===== src/rtl/cap_pkg.sv =====
package cap_pkg;
    parameter int FULL_W  = 256;
    parameter int LINE_W  = 9;
    parameter int ADDR_W  = 17;
    parameter int CH_W    = 5;
    parameter int WGT_W   = 5;
    parameter int WGT_MAX = 16;
    parameter int OFF_W   = 2;
    parameter int ROWS_A  = 64;
    parameter int ROWS_B  = 128;

    localparam int X_W    = $clog2(FULL_W);
    localparam int PIX_W  = 3 * CH_W;
    localparam int WORD_W = PIX_W + 1;

    typedef enum logic [1:0] {
        SEL_A    = 2'd0,
        SEL_COPY = 2'd1,
        SEL_MIX  = 2'd2,
        SEL_MIX2 = 2'd3
    } sel_e;

    typedef enum logic [1:0] {
        SZ_HALF = 2'd0,
        SZ_R64  = 2'd1,
        SZ_R128 = 2'd2,
        SZ_FULL = 2'd3
    } size_e;

    typedef struct packed {
        logic [OFF_W-1:0] roff;
        logic [OFF_W-1:0] woff;
        sel_e             sel;
        size_e            size;
        logic [WGT_W-1:0] wb;
        logic [WGT_W-1:0] wa;
    } ctrl_t;

    localparam int CTRL_W = $bits(ctrl_t);
endpackage


===== src/rtl/cap_blend.sv =====
module cap_blend #(
    parameter int CH_W    = 5,
    parameter int WGT_W   = 5,
    parameter int WGT_MAX = 16
) (
    input  logic [3*CH_W-1:0] a_i,
    input  logic [3*CH_W-1:0] b_i,
    input  logic [WGT_W-1:0]  wa_i,
    input  logic [WGT_W-1:0]  wb_i,
    output logic [3*CH_W-1:0] mix_o
);
    localparam int SH     = $clog2(WGT_MAX);
    localparam int SUM_W  = CH_W + WGT_W + 1;
    localparam int CH_MAX = (1 << CH_W) - 1;

    logic [WGT_W-1:0] wa_c;
    logic [WGT_W-1:0] wb_c;

    // weights saturate at the unity value
    assign wa_c = (wa_i > WGT_W'(WGT_MAX)) ? WGT_W'(WGT_MAX) : wa_i;
    assign wb_c = (wb_i > WGT_W'(WGT_MAX)) ? WGT_W'(WGT_MAX) : wb_i;

    for (genvar c = 0; c < 3; c++) begin : g_ch
        logic [SUM_W-1:0] sum;
        logic [SUM_W-1:0] scaled;
        assign sum = SUM_W'(a_i[c*CH_W +: CH_W]) * SUM_W'(wa_c)
                   + SUM_W'(b_i[c*CH_W +: CH_W]) * SUM_W'(wb_c);
        assign scaled = sum >> SH;
        assign mix_o[c*CH_W +: CH_W] = (scaled > SUM_W'(CH_MAX)) ?
                                       CH_W'(CH_MAX) : scaled[CH_W-1:0];
    end
endmodule


===== src/rtl/cap_addr.sv =====
module cap_addr #(
    parameter int X_W    = 8,
    parameter int LINE_W = 9,
    parameter int ADDR_W = 17,
    parameter int OFF_W  = 2
) (
    input  logic [X_W-1:0]    x_i,
    input  logic [LINE_W-1:0] y_i,
    input  logic              half_i,
    input  logic [OFF_W-1:0]  woff_i,
    input  logic [OFF_W-1:0]  roff_i,
    output logic [ADDR_W-1:0] wr_addr_o,
    output logic [ADDR_W-1:0] rd_addr_o
);
    localparam int SEG_SH = ADDR_W - OFF_W;

    logic [ADDR_W-1:0] idx_w;
    logic [ADDR_W-1:0] idx_r;

    always_comb begin
        idx_w = half_i ? (ADDR_W'(y_i) << (X_W - 1)) : (ADDR_W'(y_i) << X_W);
        idx_w = idx_w + ADDR_W'(x_i);
        idx_r = (ADDR_W'(y_i) << X_W) + ADDR_W'(x_i);
        // halfword index doubled; overflow past the bank wraps
        wr_addr_o = (idx_w << 1) + (ADDR_W'(woff_i) << SEG_SH);
        rd_addr_o = (idx_r << 1) + (ADDR_W'(roff_i) << SEG_SH);
    end
endmodule


===== src/rtl/capture_unit.sv =====
module capture_unit
    import cap_pkg::*;
#(
    parameter int P_FULL_W = cap_pkg::FULL_W,
    parameter int P_LINE_W = cap_pkg::LINE_W,
    parameter int P_ADDR_W = cap_pkg::ADDR_W
) (
    input  logic                clk,
    input  logic                rst_n,
    input  logic                line_start_i,
    input  logic [P_LINE_W-1:0] line_i,
    input  logic [CTRL_W-1:0]   ctrl_i,
    input  logic                dst_cpu_i,
    input  logic                src_b_cpu_i,
    output logic                pix_take_o,
    output logic [P_ADDR_W-1:0] rd_addr_o,
    input  logic [PIX_W-1:0]    pix_a_i,
    input  logic [WORD_W-1:0]   pix_b_i,
    output logic                wr_en_o,
    output logic [P_ADDR_W-1:0] wr_addr_o,
    output logic [WORD_W-1:0]   wr_data_o,
    output logic                done_o
);
    localparam int PX_W      = $clog2(P_FULL_W);
    localparam int FULL_LAST = P_FULL_W - 1;
    localparam int HALF_LAST = P_FULL_W / 2 - 1;

    typedef struct packed {
        logic                active;
        logic [PX_W-1:0]     x;
        ctrl_t               ctl;
        logic [P_LINE_W-1:0] y;
        logic                wr_en;
        logic [P_ADDR_W-1:0] wr_addr;
        logic [WORD_W-1:0]   wr_data;
        logic                done;
    } state_t;

    state_t st_d, st_q;

    ctrl_t               ctl_in;
    logic [PIX_W-1:0]    mix;
    logic [P_ADDR_W-1:0] wr_addr_c;
    logic [P_ADDR_W-1:0] rd_addr_c;
    logic [WORD_W-1:0]   pix_c;
    logic                last_c;
    logic                row_ok_c;
    logic                go_c;

    assign ctl_in = ctrl_t'(ctrl_i);

    cap_blend #(
        .CH_W   (CH_W),
        .WGT_W  (WGT_W),
        .WGT_MAX(WGT_MAX)
    ) u_blend (
        .a_i  (pix_a_i),
        .b_i  (pix_b_i[PIX_W-1:0]),
        .wa_i (st_q.ctl.wa),
        .wb_i (st_q.ctl.wb),
        .mix_o(mix)
    );

    cap_addr #(
        .X_W   (PX_W),
        .LINE_W(P_LINE_W),
        .ADDR_W(P_ADDR_W),
        .OFF_W (OFF_W)
    ) u_addr (
        .x_i      (st_q.x),
        .y_i      (st_q.y),
        .half_i   (st_q.ctl.size == SZ_HALF),
        .woff_i   (st_q.ctl.woff),
        .roff_i   (st_q.ctl.roff),
        .wr_addr_o(wr_addr_c),
        .rd_addr_o(rd_addr_c)
    );

    always_comb begin
        // pixel word for the current slot
        unique case (st_q.ctl.sel)
            SEL_A:    pix_c = {1'b1, pix_a_i};
            SEL_COPY: pix_c = pix_b_i;
            default:  pix_c = {1'b1, mix};
        endcase

        last_c = (st_q.ctl.size == SZ_HALF) ? (st_q.x == PX_W'(HALF_LAST))
                                            : (st_q.x == PX_W'(FULL_LAST));

        unique case (ctl_in.size)
            SZ_R64:  row_ok_c = line_i < P_LINE_W'(ROWS_A);
            SZ_R128: row_ok_c = line_i < P_LINE_W'(ROWS_B);
            default: row_ok_c = 1'b1;
        endcase
        go_c = dst_cpu_i && row_ok_c && ((ctl_in.sel == SEL_A) || src_b_cpu_i);

        st_d       = st_q;
        st_d.wr_en = 1'b0;
        st_d.done  = 1'b0;
        if (st_q.active) begin
            st_d.wr_en   = 1'b1;
            st_d.wr_addr = wr_addr_c;
            st_d.wr_data = pix_c;
            if (last_c) begin
                st_d.active = 1'b0;
                st_d.done   = 1'b1;
            end else begin
                st_d.x = st_q.x + 1'b1;
            end
        end else if (line_start_i) begin
            st_d.ctl    = ctl_in;
            st_d.y      = line_i;
            st_d.x      = '0;
            st_d.active = go_c;
            st_d.done   = !go_c;
        end
    end

    always_ff @(posedge clk or negedge rst_n) begin
        if (!rst_n) st_q <= '0;
        else        st_q <= st_d;
    end

    assign pix_take_o = st_q.active;
    assign rd_addr_o  = rd_addr_c;
    assign wr_en_o    = st_q.wr_en;
    assign wr_addr_o  = st_q.wr_addr;
    assign wr_data_o  = st_q.wr_data;
    assign done_o     = st_q.done;

    // slots advance by exactly one pixel per clock
    assert_slot_step_R11: assert property (@(posedge clk) disable iff (!rst_n)
        st_q.active && !last_c |=> st_q.active && (st_q.x == $past(st_q.x) + 1'b1));

    // completion never overlaps an open line
    assert_done_idle_R11: assert property (@(posedge clk) disable iff (!rst_n)
        done_o |-> !pix_take_o);

    // back-to-back writes of one line are consecutive halfwords
    assert_addr_step_R8: assert property (@(posedge clk) disable iff (!rst_n)
        wr_en_o && $past(wr_en_o) |-> wr_addr_o == $past(wr_addr_o) + P_ADDR_W'(2));

    // copy writes the stored word untouched
    assert_copy_raw_R3: assert property (@(posedge clk) disable iff (!rst_n)
        wr_en_o && st_q.ctl.sel == SEL_COPY |-> wr_data_o == $past(pix_b_i));

    // source A keeps its colour and gains the top bit
    assert_src_a_R2: assert property (@(posedge clk) disable iff (!rst_n)
        wr_en_o && st_q.ctl.sel == SEL_A |-> wr_data_o == {1'b1, $past(pix_a_i)});

    // an unmapped destination never opens a line
    assert_dst_gate_R10: assert property (@(posedge clk) disable iff (!rst_n)
        line_start_i && !pix_take_o && !dst_cpu_i |=> !pix_take_o && done_o);

    // line parameters hold while the line runs
    assert_ctl_hold_R12: assert property (@(posedge clk) disable iff (!rst_n)
        pix_take_o && $past(pix_take_o) |-> $stable(st_q.ctl) && $stable(st_q.y));
endmodule


===== config.mk =====
export PLATFORM = sky130hd
export DESIGN_NAME = capture_unit
export DESIGN_NICKNAME = d
export VERILOG_FILES = /design/src/rtl/cap_pkg.sv /design/src/rtl/cap_blend.sv /design/src/rtl/cap_addr.sv /design/src/rtl/capture_unit.sv
export SDC_FILE = /design/constraint.sdc
export NUM_CORES = 1
export LEC_CHECK = 0
export BUFFER_PORTS_ARGS = -buffer_cell sky130_fd_sc_hd__buf_2
export CORE_UTILIZATION = 50
export DETAILED_ROUTE_END_ITERATION = 8
export PLACE_DENSITY = 0.73
export SLEW_MARGIN = 0
export SYNTH_ARGS = -nofsm -noshare
export SYNTH_HDL_FRONTEND = slang
export SYNTH_SLANG_ARGS = --single-unit

===== constraint.sdc =====
create_clock -name clk -period 5.4 [get_ports clk]
set_input_delay 0.27 -clock clk [delete_from_list [all_inputs] [get_ports clk]]
set_output_delay 0.27 -clock clk [all_outputs]
set_load 0.01 [all_outputs]

==> metrics.md, run 1 <==
| Metric | Value |
|---|---|
| Worst R2R Path Depth | `19` |
| Port Buffers | `113` |
| Outcome | `finished, final reports clean` |
| Gr usage total | `24.3%` |
| I/O Pins | `116` |
| Synth async-reset ratio | `100%` |
| Vias per cell | `5.35` |
| Util after Layout | `58.9%` |
| Area leader, netlist | `fa_1` |
| Synth top area share | `20.8%` |
| Filler Cell Count | `1447` |
| Largest net degree at the start of global routing | `71` |
| Clock Latency Late Sink | `340 ps` |
| DR WL/cell | `16.3 um` |
| Mapped Cells | `954` |
| Core area | `16800 sq um` |
| Worst setup startpoint | `st_q[48]$_DFFE_PN0P_` |
| CP Capture Type | `flop` |
| Top_reg_cell synth | `dfrtp_1` |
| Die height | `134 um` |
| FF-to-FF setup slack | `130 ps` |
| TritonCTS Buffers | `9` |
| Unique masters post-synth | `53` |
| FF-to-FF Start | `st_q[48]$_DFFE_PN0P_` |
| DR pass1 iterations | `5` |
| Initial antenna violation count | `2` |
| Fin nets | `1292` |
| Clock sink count | `70` |
| Rows | `47` |
| Worst setup path class | `flop to flop` |
| Number of global-route vias before repair | `6944` |
| Area Overhead vs Synth | `13.8%` |
| Final Slew Violations | `0` |
| Slowest CP cell | `fa_1` |
| Post-route ant nets | `0` |
| First-pass GRT wire length | `34200 um` |
| Fin crit share | `97.6%` |
| Final count of negative-setup-slack endpoints | `0` |
| Worst slew margin | `23.2%` |
| H-tree depth | `3` |
| Total die area | `17900 sq um` |
| Critical path arrival | `5480 ps` |
| Worst Skew | `11.8 ps` |
| HP Class | `primary input to async pin` |
| Max Cap Viol | `0` |
| Clock slew at reported path FFs | `60 ps` |
| Worst path top cell family by delay | `adder cells` |
| Cell Pwr Density | `208 nW/um^2` |
| Die Wd | `134 um` |
| Maximum VDD drop | `0.153 mV` |
| Final min period | `5270 ps` |
| Worst-case clock buffer depth | `2` |
| DRC errors left | `0` |
| CTS tree | `yes` |
| Reg area | `1760 sq um` |
| Final wirelength | `20700 um` |
| Share of cells above drive strength 1 | `22.6%` |
| Synth Cell Area | `8680 sq um` |
| Seq/Total Area, Yosys | `20.2%` |
| Count leader, synth | `nand2_1` |
| Area of the multi-input gates | `6230 sq um` |
| Total negative slack | `0 ps` |
| Placer Congestion | `0.856` |
| CP startpoint kind | `flop` |
| HPWL after DPL | `15500 um` |
| Reg2reg end | `wr_data_o[13]$_DFFE_PN0P_` |
| Grt ovf | `0` |
| EDFF count, synth | `0` |
| Final Hold Fails | `0` |
| Pre-CTS setup slack | `-75.9 ps` |
| Starting Density | `51.8%` |
| Crit path buf inv count | `5` |
| Detailed Route Iter0 Violations | `406` |
| CP required | `5620 ps` |
| Crit-path max cell delay | `500 ps` |
| Synth top area cells | `fa_1 (21%), dfrtp_1 (20%), ha_1 (14%), and2_1 (6.9%), nand2_1 (6.6%)` |
| #FFs+latches synth | `70` |
| Synth cell count leaders | `nand2_1 (153), inv_1 (108), ha_1 (97), and2_1 (96), fa_1 (90)` |
| LEAKAGE | `5.10 nW` |
| Synth warnings | `0` |
| Vias | `6781` |
| Critical-path cell list | `nor2b_4 -> buf_4 -> nand2_2 -> fa_1 -> inv_1 -> fa_1 -> inv_1 -> fa_1 -> fa_1 -> inv_1 -> fa_1 -> ha_4 -> a211oi_2 -> nor2_1 -> or3_4 -> a221o_1 -> nor4_4 -> buf_4 -> a21oi_1` |
| Crit Path Max Fanout | `5` |
| Avg Inst Size Synth | `9.10 sq um` |
| Crit path top cell by count | `fa_1` |
| PnR worst setup slack | `132 ps` |
| Max Fclk | `190 MHz` |
| Clock root cell | `clkbuf_16` |
| Worst Tran Pin Value | `1150 ps` |
## state kept, by name, summed over array words and instances, names as in the netlist
register,flops
st_q,35
wr_addr_o,16
wr_data_o,16
done_o,1
pix_take_o,1
wr_en_o,1
## per-stage QoR
step                total power [W]  instance area [sq um]  hold slack (ps)  std cells
floorplan                   0.00118                   8700            -25.6        955
global placement            0.00136                   9260              452       1236
detailed placement          0.00138                   9260              462       1236
CTS                         0.00203                   9700              108       1256
global route                0.00220                   9880              127       1268
finish                      0.00206                   9880             65.1       1268
## where the power goes
group / switching [W] / total (W) / leakage, nW / internal, W
Sequential: 0.0000296 / 0.000589 / 0.840 / 0.000560
Clock: 0.000249 / 0.000622 / 0.149 / 0.000373
Combinational: 0.000467 / 0.000847 / 4.11 / 0.000380
## worst max path at each step
stage	to	cells after the start
finish	wr_data_o[13]$_DFFE_PN0P_	19
global route	wr_data_o[13]$_DFFE_PN0P_	18
CTS	wr_data_o[14]$_DFFE_PN0P_	17
detailed placement	wr_data_o[12]$_DFFE_PN0P_	17
global placement	wr_data_o[13]$_DFFE_PN0P_	17
floorplan	wr_data_o[10]$_DFFE_PN0P_	19
## layout by cell type (no fill, tap or decap), types with 5 or more instances in the layout
cell	instances
nor3_1	5
nand4_1	5
o21ai_1	7
dfrtp_1	67
fa_1	90
inv_1	108
nor2b_4	5
a21oi_1	34
o22ai_1	15
mux2i_1	6
ha_1	91
mux2_2	29
xor2_1	13
nand3_1	14
clkbuf_16	9
buf_2	112
and2_1	96
ha_4	5
and3_1	6
xnor2_1	18
buf_4	37
o21ai_0	24
nor2_1	16
nand2_1	150
## final cells by class
type | instances | area share [%]
clock inverter | 6 | 0.697
multi-input combinational | 699 | 63.1
tap | 220 | 2.79
clock buffer | 10 | 2.42
antenna | 1 | 0.0253
inverter | 108 | 4.10
sequential | 70 | 17.8
timing repair buffer | 154 | 9.09
## kinds of logic (layout without fill, tap and decap cells)
logic type | Yosys count | count (layout) | share of synthesized area, %
mux | 35 | 35 | 4.45
compound gates | 123 | 123 | 8.68
flops | 70 | 70 | 20.2
buf+inv | 186 | 278 | 10.1
other cells | 1 | 3 | 0.0432
simple gates | 321 | 321 | 18.7
xor+xnor | 31 | 31 | 3.13
fa+ha+maj | 187 | 187 | 34.7
## worst register-to-register path: stages (launching register included)
cell	delay, ps
dfrtp_2	470
nor2b_4	190
buf_4	130
nand2_2	50
fa_1	490
inv_1	60
fa_1	500
inv_1	50
fa_1	460
fa_1	500
inv_1	50
fa_1	480
ha_4	280
a211oi_2	180
nor2_1	70
or3_4	370
a221o_1	390
nor4_4	160
buf_4	190
a21oi_1	60
## per-layer routing
| metal | track usage [%] | wire [um] |
|---|---|---|
| met2 | 39.8 | 10000 |
| met1 | 32.6 | 9100 |
| met5 | 0 | 0 |
| met4 | 8.27 | 520 |
| met3 | 3.77 | 1000 |
## repair_timing
| action | CTS | global route |
|---|---|---|
| pin swaps | 13 | 14 |
| setup endpoints to repair | 15 | 15 |
| setup buffers | 4 | 13 |
| hold buffers | 0 | 0 |
| resized for setup | 21 | 17 |
Power figures use the tool's default switching activity.
==> run 2, diff against run 1 <==
--- a/config.mk
+++ b/config.mk
@@ -5,10 +5,11 @@
 export SDC_FILE = /design/constraint.sdc
 export NUM_CORES = 1
 export LEC_CHECK = 0
+export ABC_AREA = 1
 export BUFFER_PORTS_ARGS = -buffer_cell sky130_fd_sc_hd__buf_2
 export CORE_UTILIZATION = 50
 export DETAILED_ROUTE_END_ITERATION = 8
-export PLACE_DENSITY = 0.73
+export PLACE_DENSITY = 0.78
 export SLEW_MARGIN = 0
 export SYNTH_ARGS = -nofsm -noshare
 export SYNTH_HDL_FRONTEND = slang
==> metrics.md, run 2 <==
| Metric | Value |
|---|---|
| Outcome | `finished, final reports clean` |
| H-tree depth | `3 (unchanged)` |
| Final Slew Violations | `0 (unchanged)` |
| Clock Latency Late Sink | `340 ps (about the same)` |
| Mapped Cells | `1135 (+19%)` |
| CP required | `5670 ps (+50 ps)` |
| Maximum VDD drop | `0.197 mV (+29%)` |
| Cell Pwr Density | `165 nW/um^2 (-21%)` |
| Unique masters post-synth | `43 (-19%)` |
| Worst Skew | `11.2 ps (-0.611 ps)` |
| CP startpoint kind | `flop` |
| LEAKAGE | `5.73 nW (+12%)` |
| CTS Hold Bufs | `0 (unchanged)` |
| Worst slew margin | `39.7% (+17 points)` |
| Vias | `7450 (+9.9%)` |
| Worst-case clock buffer depth | `2 (unchanged)` |
| Synth cell count leaders | `nand2_1 (227), inv_1 (222), nor2_1 (127), ha_1 (97), fa_1 (90)` |
| EDFF count, synth | `0 (unchanged)` |
| FF-to-FF Start | `st_q[48]$_DFFE_PN0P_` |
| Final wirelength | `21100 um (+2.3%)` |
| Starting Density | `51.5% (-0.28 points)` |
| Post-CTS Resized | `0 (-100%)` |
| Max Cap Viol | `0 (unchanged)` |
| Worst setup path class | `flop to flop` |
| Clock sink count | `70 (unchanged)` |
| Count leader, synth | `nand2_1` |
| Avg Inst Size Synth | `7.91 sq um (-13%)` |
| Clock root cell | `clkbuf_16` |
| Clock slew at reported path FFs | `70 ps (about the same)` |
| CP Capture Type | `flop` |
| Area leader, netlist | `fa_1` |
| DRC errors left | `0 (unchanged)` |
| Filler Cell Count | `1595 (+10%)` |
| DP Area | `9420 sq um (+1.7%)` |
| Gr usage total | `24.3% (+0.029 points)` |
| Placer Congestion | `0.894 (+4.5%)` |
| Synth async-reset ratio | `100% (unchanged)` |
| Total die area | `18500 sq um (+3.3%)` |
| Synth Cell Area | `8970 sq um (+3.4%)` |
| TritonCTS Buffers | `9 (unchanged)` |
| Core area | `17400 sq um (+3.9%)` |
| Critical path arrival | `5340 ps (-140 ps)` |
| Slowest CP cell | `fa_1` |
| Final count of negative-setup-slack endpoints | `0 (unchanged)` |
| Most flops, register | `st_q` |
| Die Wd | `136 um (+1.6%)` |
| Worst Tran Pin Value | `904 ps (-245 ps)` |
| Final Hold Fails | `0 (unchanged)` |
| Total negative slack | `0 ps (unchanged)` |
| Top_reg_cell synth | `dfrtp_1` |
| Fin crit share | `93.8% (-3.7 points)` |
| Largest register FFs | `35 (unchanged)` |
| Commonest non-fill, non-tap cell in the layout | `nand2_1` |
| Worst R2R Path Depth | `24 (+5)` |
| Fin nets | `1447 (+12%)` |
| Worst path top cell family by delay | `adder cells` |
| Crit Path Max Fanout | `9 (+4)` |
| Post-CTS setup buffer count | `0 (-4)` |
| Rows | `48 (+2.1%)` |
| Final min period | `5070 ps (-201 ps)` |
| Final instance area | `9760 sq um (-1.2%)` |
| Vias per cell | `5.22 (-2.4%)` |
| PnR worst setup slack | `332 ps (+201 ps)` |
| RSZ-0062 raised after global routing | `false` |
| Synth top area share | `20.1% (-0.67 points)` |
| Synth top area cells | `fa_1 (20%), dfrtp_1 (20%), ha_1 (14%), nand2_1 (9.5%), inv_1 (9.3%)` |
| FF-to-FF setup slack | `330 ps (+200 ps)` |
| Crit path top cell by count | `nand2_1` |
| HPWL after DPL | `16800 um (+8.7%)` |
| I/O Pins | `116 (unchanged)` |
| Area Overhead vs Synth | `8.74%` |
| Initial antenna violation count | `0 (-2)` |
| Seq/Total Area, Yosys | `19.5% (-0.66 points)` |
| Port Buffers | `113 (unchanged)` |
| Number of global-route vias before repair | `7381 (+6.3%)` |
| Reg2reg end | `wr_data_o[14]$_DFFE_PN0P_` |
| Grt ovf | `0 (unchanged)` |
| Die height | `136 um (+1.6%)` |
| Detailed Route Iter0 Violations | `462 (+14%)` |
| Max Fclk | `197 MHz (+4.0%)` |
| Largest net degree at the start of global routing | `71 (unchanged)` |
| Pre-CTS setup slack | `375 ps (+451 ps)` |
| #FFs+latches synth | `70 (unchanged)` |
| First-pass GRT wire length | `35100 um (+2.5%)` |
| HP Class | `primary input to async pin` |
| DR pass1 iterations | `7 (+2)` |
| Post-route ant nets | `0 (unchanged)` |
| Critical-path cell list | `clkinv_2 -> nand2_1 -> clkinv_1 -> nand2_1 -> fa_1 -> inv_1 -> fa_1 -> fa_1 -> fa_1 -> inv_1 -> fa_1 -> inv_1 -> ha_1 -> nand2_1 -> inv_1 -> a21oi_1 -> nand2_2 -> nand2_1 -> nand2_1 -> nand2_1 -> nand2_2 -> nand4_1 -> nand2_1 -> a21oi_2` |
| Share of cells above drive strength 1 | `17.5% (-5.2 points)` |
| CTS tree | `yes` |
| Crit path buf inv count | `6 (+1)` |
| Synth warnings | `0 (unchanged)` |
| Crit-path max cell delay | `550 ps (+50 ps)` |
| DR WL/cell | `14.8 um (-9.1%)` |
| N_diodes | `0 (-1)` |
| Commonest non-fill, non-tap cells in the layout | `nand2_1 (227), inv_1 (222), nor2_1 (127)` |
==> run 2: cell count changes after synthesis, sizes merged, moves of 12 or more <==
cell and delta:
and2 -96, nand2 +99, xnor2 -16, nor2 +114, nand4 +12, mux2 -14
inv +116
==> run 2: through the flow <==
step | hold WS (ps) | cells | power, W | util, %
after floorplan | -25.6 | 1136 | 0.000865 | -
after global placement | 449 | 1411 | 0.000947 | 54.1
after detailed placement | 454 | 1411 | 0.000956 | 54.1
after CTS | 157 | 1427 | 0.00163 | 56.0
after global routing | 160 | 1427 | 0.00170 | 56.0
final | 161 | 1427 | 0.00161 | 56.0
==> run 2: kinds of logic (layout without fill, tap and decap cells) <==
| group | count (synthesis) | after routing | share of synthesized area (%) |
|---|---|---|---|
| mux | 15 | 15 | 1.88 |
| compound gates | 100 | 100 | 7.04 |
| simple gates | 438 | 438 | 20.8 |
| flops | 70 | 70 | 19.5 |
| xor+xnor | 20 | 20 | 1.95 |
| other cells | 1 | 2 | 0.0418 |
| fa+ha+maj | 187 | 187 | 33.6 |
| buf+inv | 304 | 370 | 15.1 |
==> run 2: worst max-delay path by stage <==
stage,start,end,slack (ps),cells after the start
finish,st_q[48]$_DFFE_PN0P_,wr_data_o[14]$_DFFE_PN0P_,330,24
global route,st_q[48]$_DFFE_PN0P_,wr_data_o[3]$_DFFE_PN0P_,20,24
CTS,st_q[48]$_DFFE_PN0P_,wr_data_o[14]$_DFFE_PN0P_,360,24
detailed placement,st_q[53]$_DFFE_PN0P_,wr_data_o[9]$_DFFE_PN0P_,370,24
global placement,st_q[53]$_DFFE_PN0P_,wr_data_o[4]$_DFFE_PN0P_,440,24
floorplan,st_q[53]$_DFFE_PN0P_,wr_data_o[10]$_DFFE_PN0P_,520,25
==> run 2: area by class of cell <==
cell class	count	area, sq um	share of cell area (%)
multi-input cells	762	5870	60.1
repair buffers	125	656	6.72
clock buffers	9	225	2.31
clock inverters	7	105	1.08
flip-flops and latches	70	1750	18.0
well taps	225	282	2.89
inverters	229	870	8.91
==> run 2: power by group <==
part / switching (W) / total [W] / internal (W)
sequential: 0.0000152 / 0.000566 / 0.000551
clock: 0.000253 / 0.000665 / 0.000412
combinational: 0.000231 / 0.000381 / 0.000150
==> run 2: layer usage <==
layer  part of all wire (%)  global-route usage [%]  up-vias  routed length [um]
met5                      0                       0        -                   0
met4                    3.7                    9.69        0                 782
met3                    7.7                    3.99       61                1630
met2                     46                    40.5      307                9800
met1                     42                    31.4     3516                8940
li1                       -                       -     3566                   -
==> run 2: worst register-to-register path, delay by kind of cell, from the launching register on <==
family,cells,cell delay [ps]
adders and majority gates,6,2740
buffers and inverters,6,630
and+or+nand+nor,10,940
DFF,1,360
AOI/OAI and AO/OA,2,330
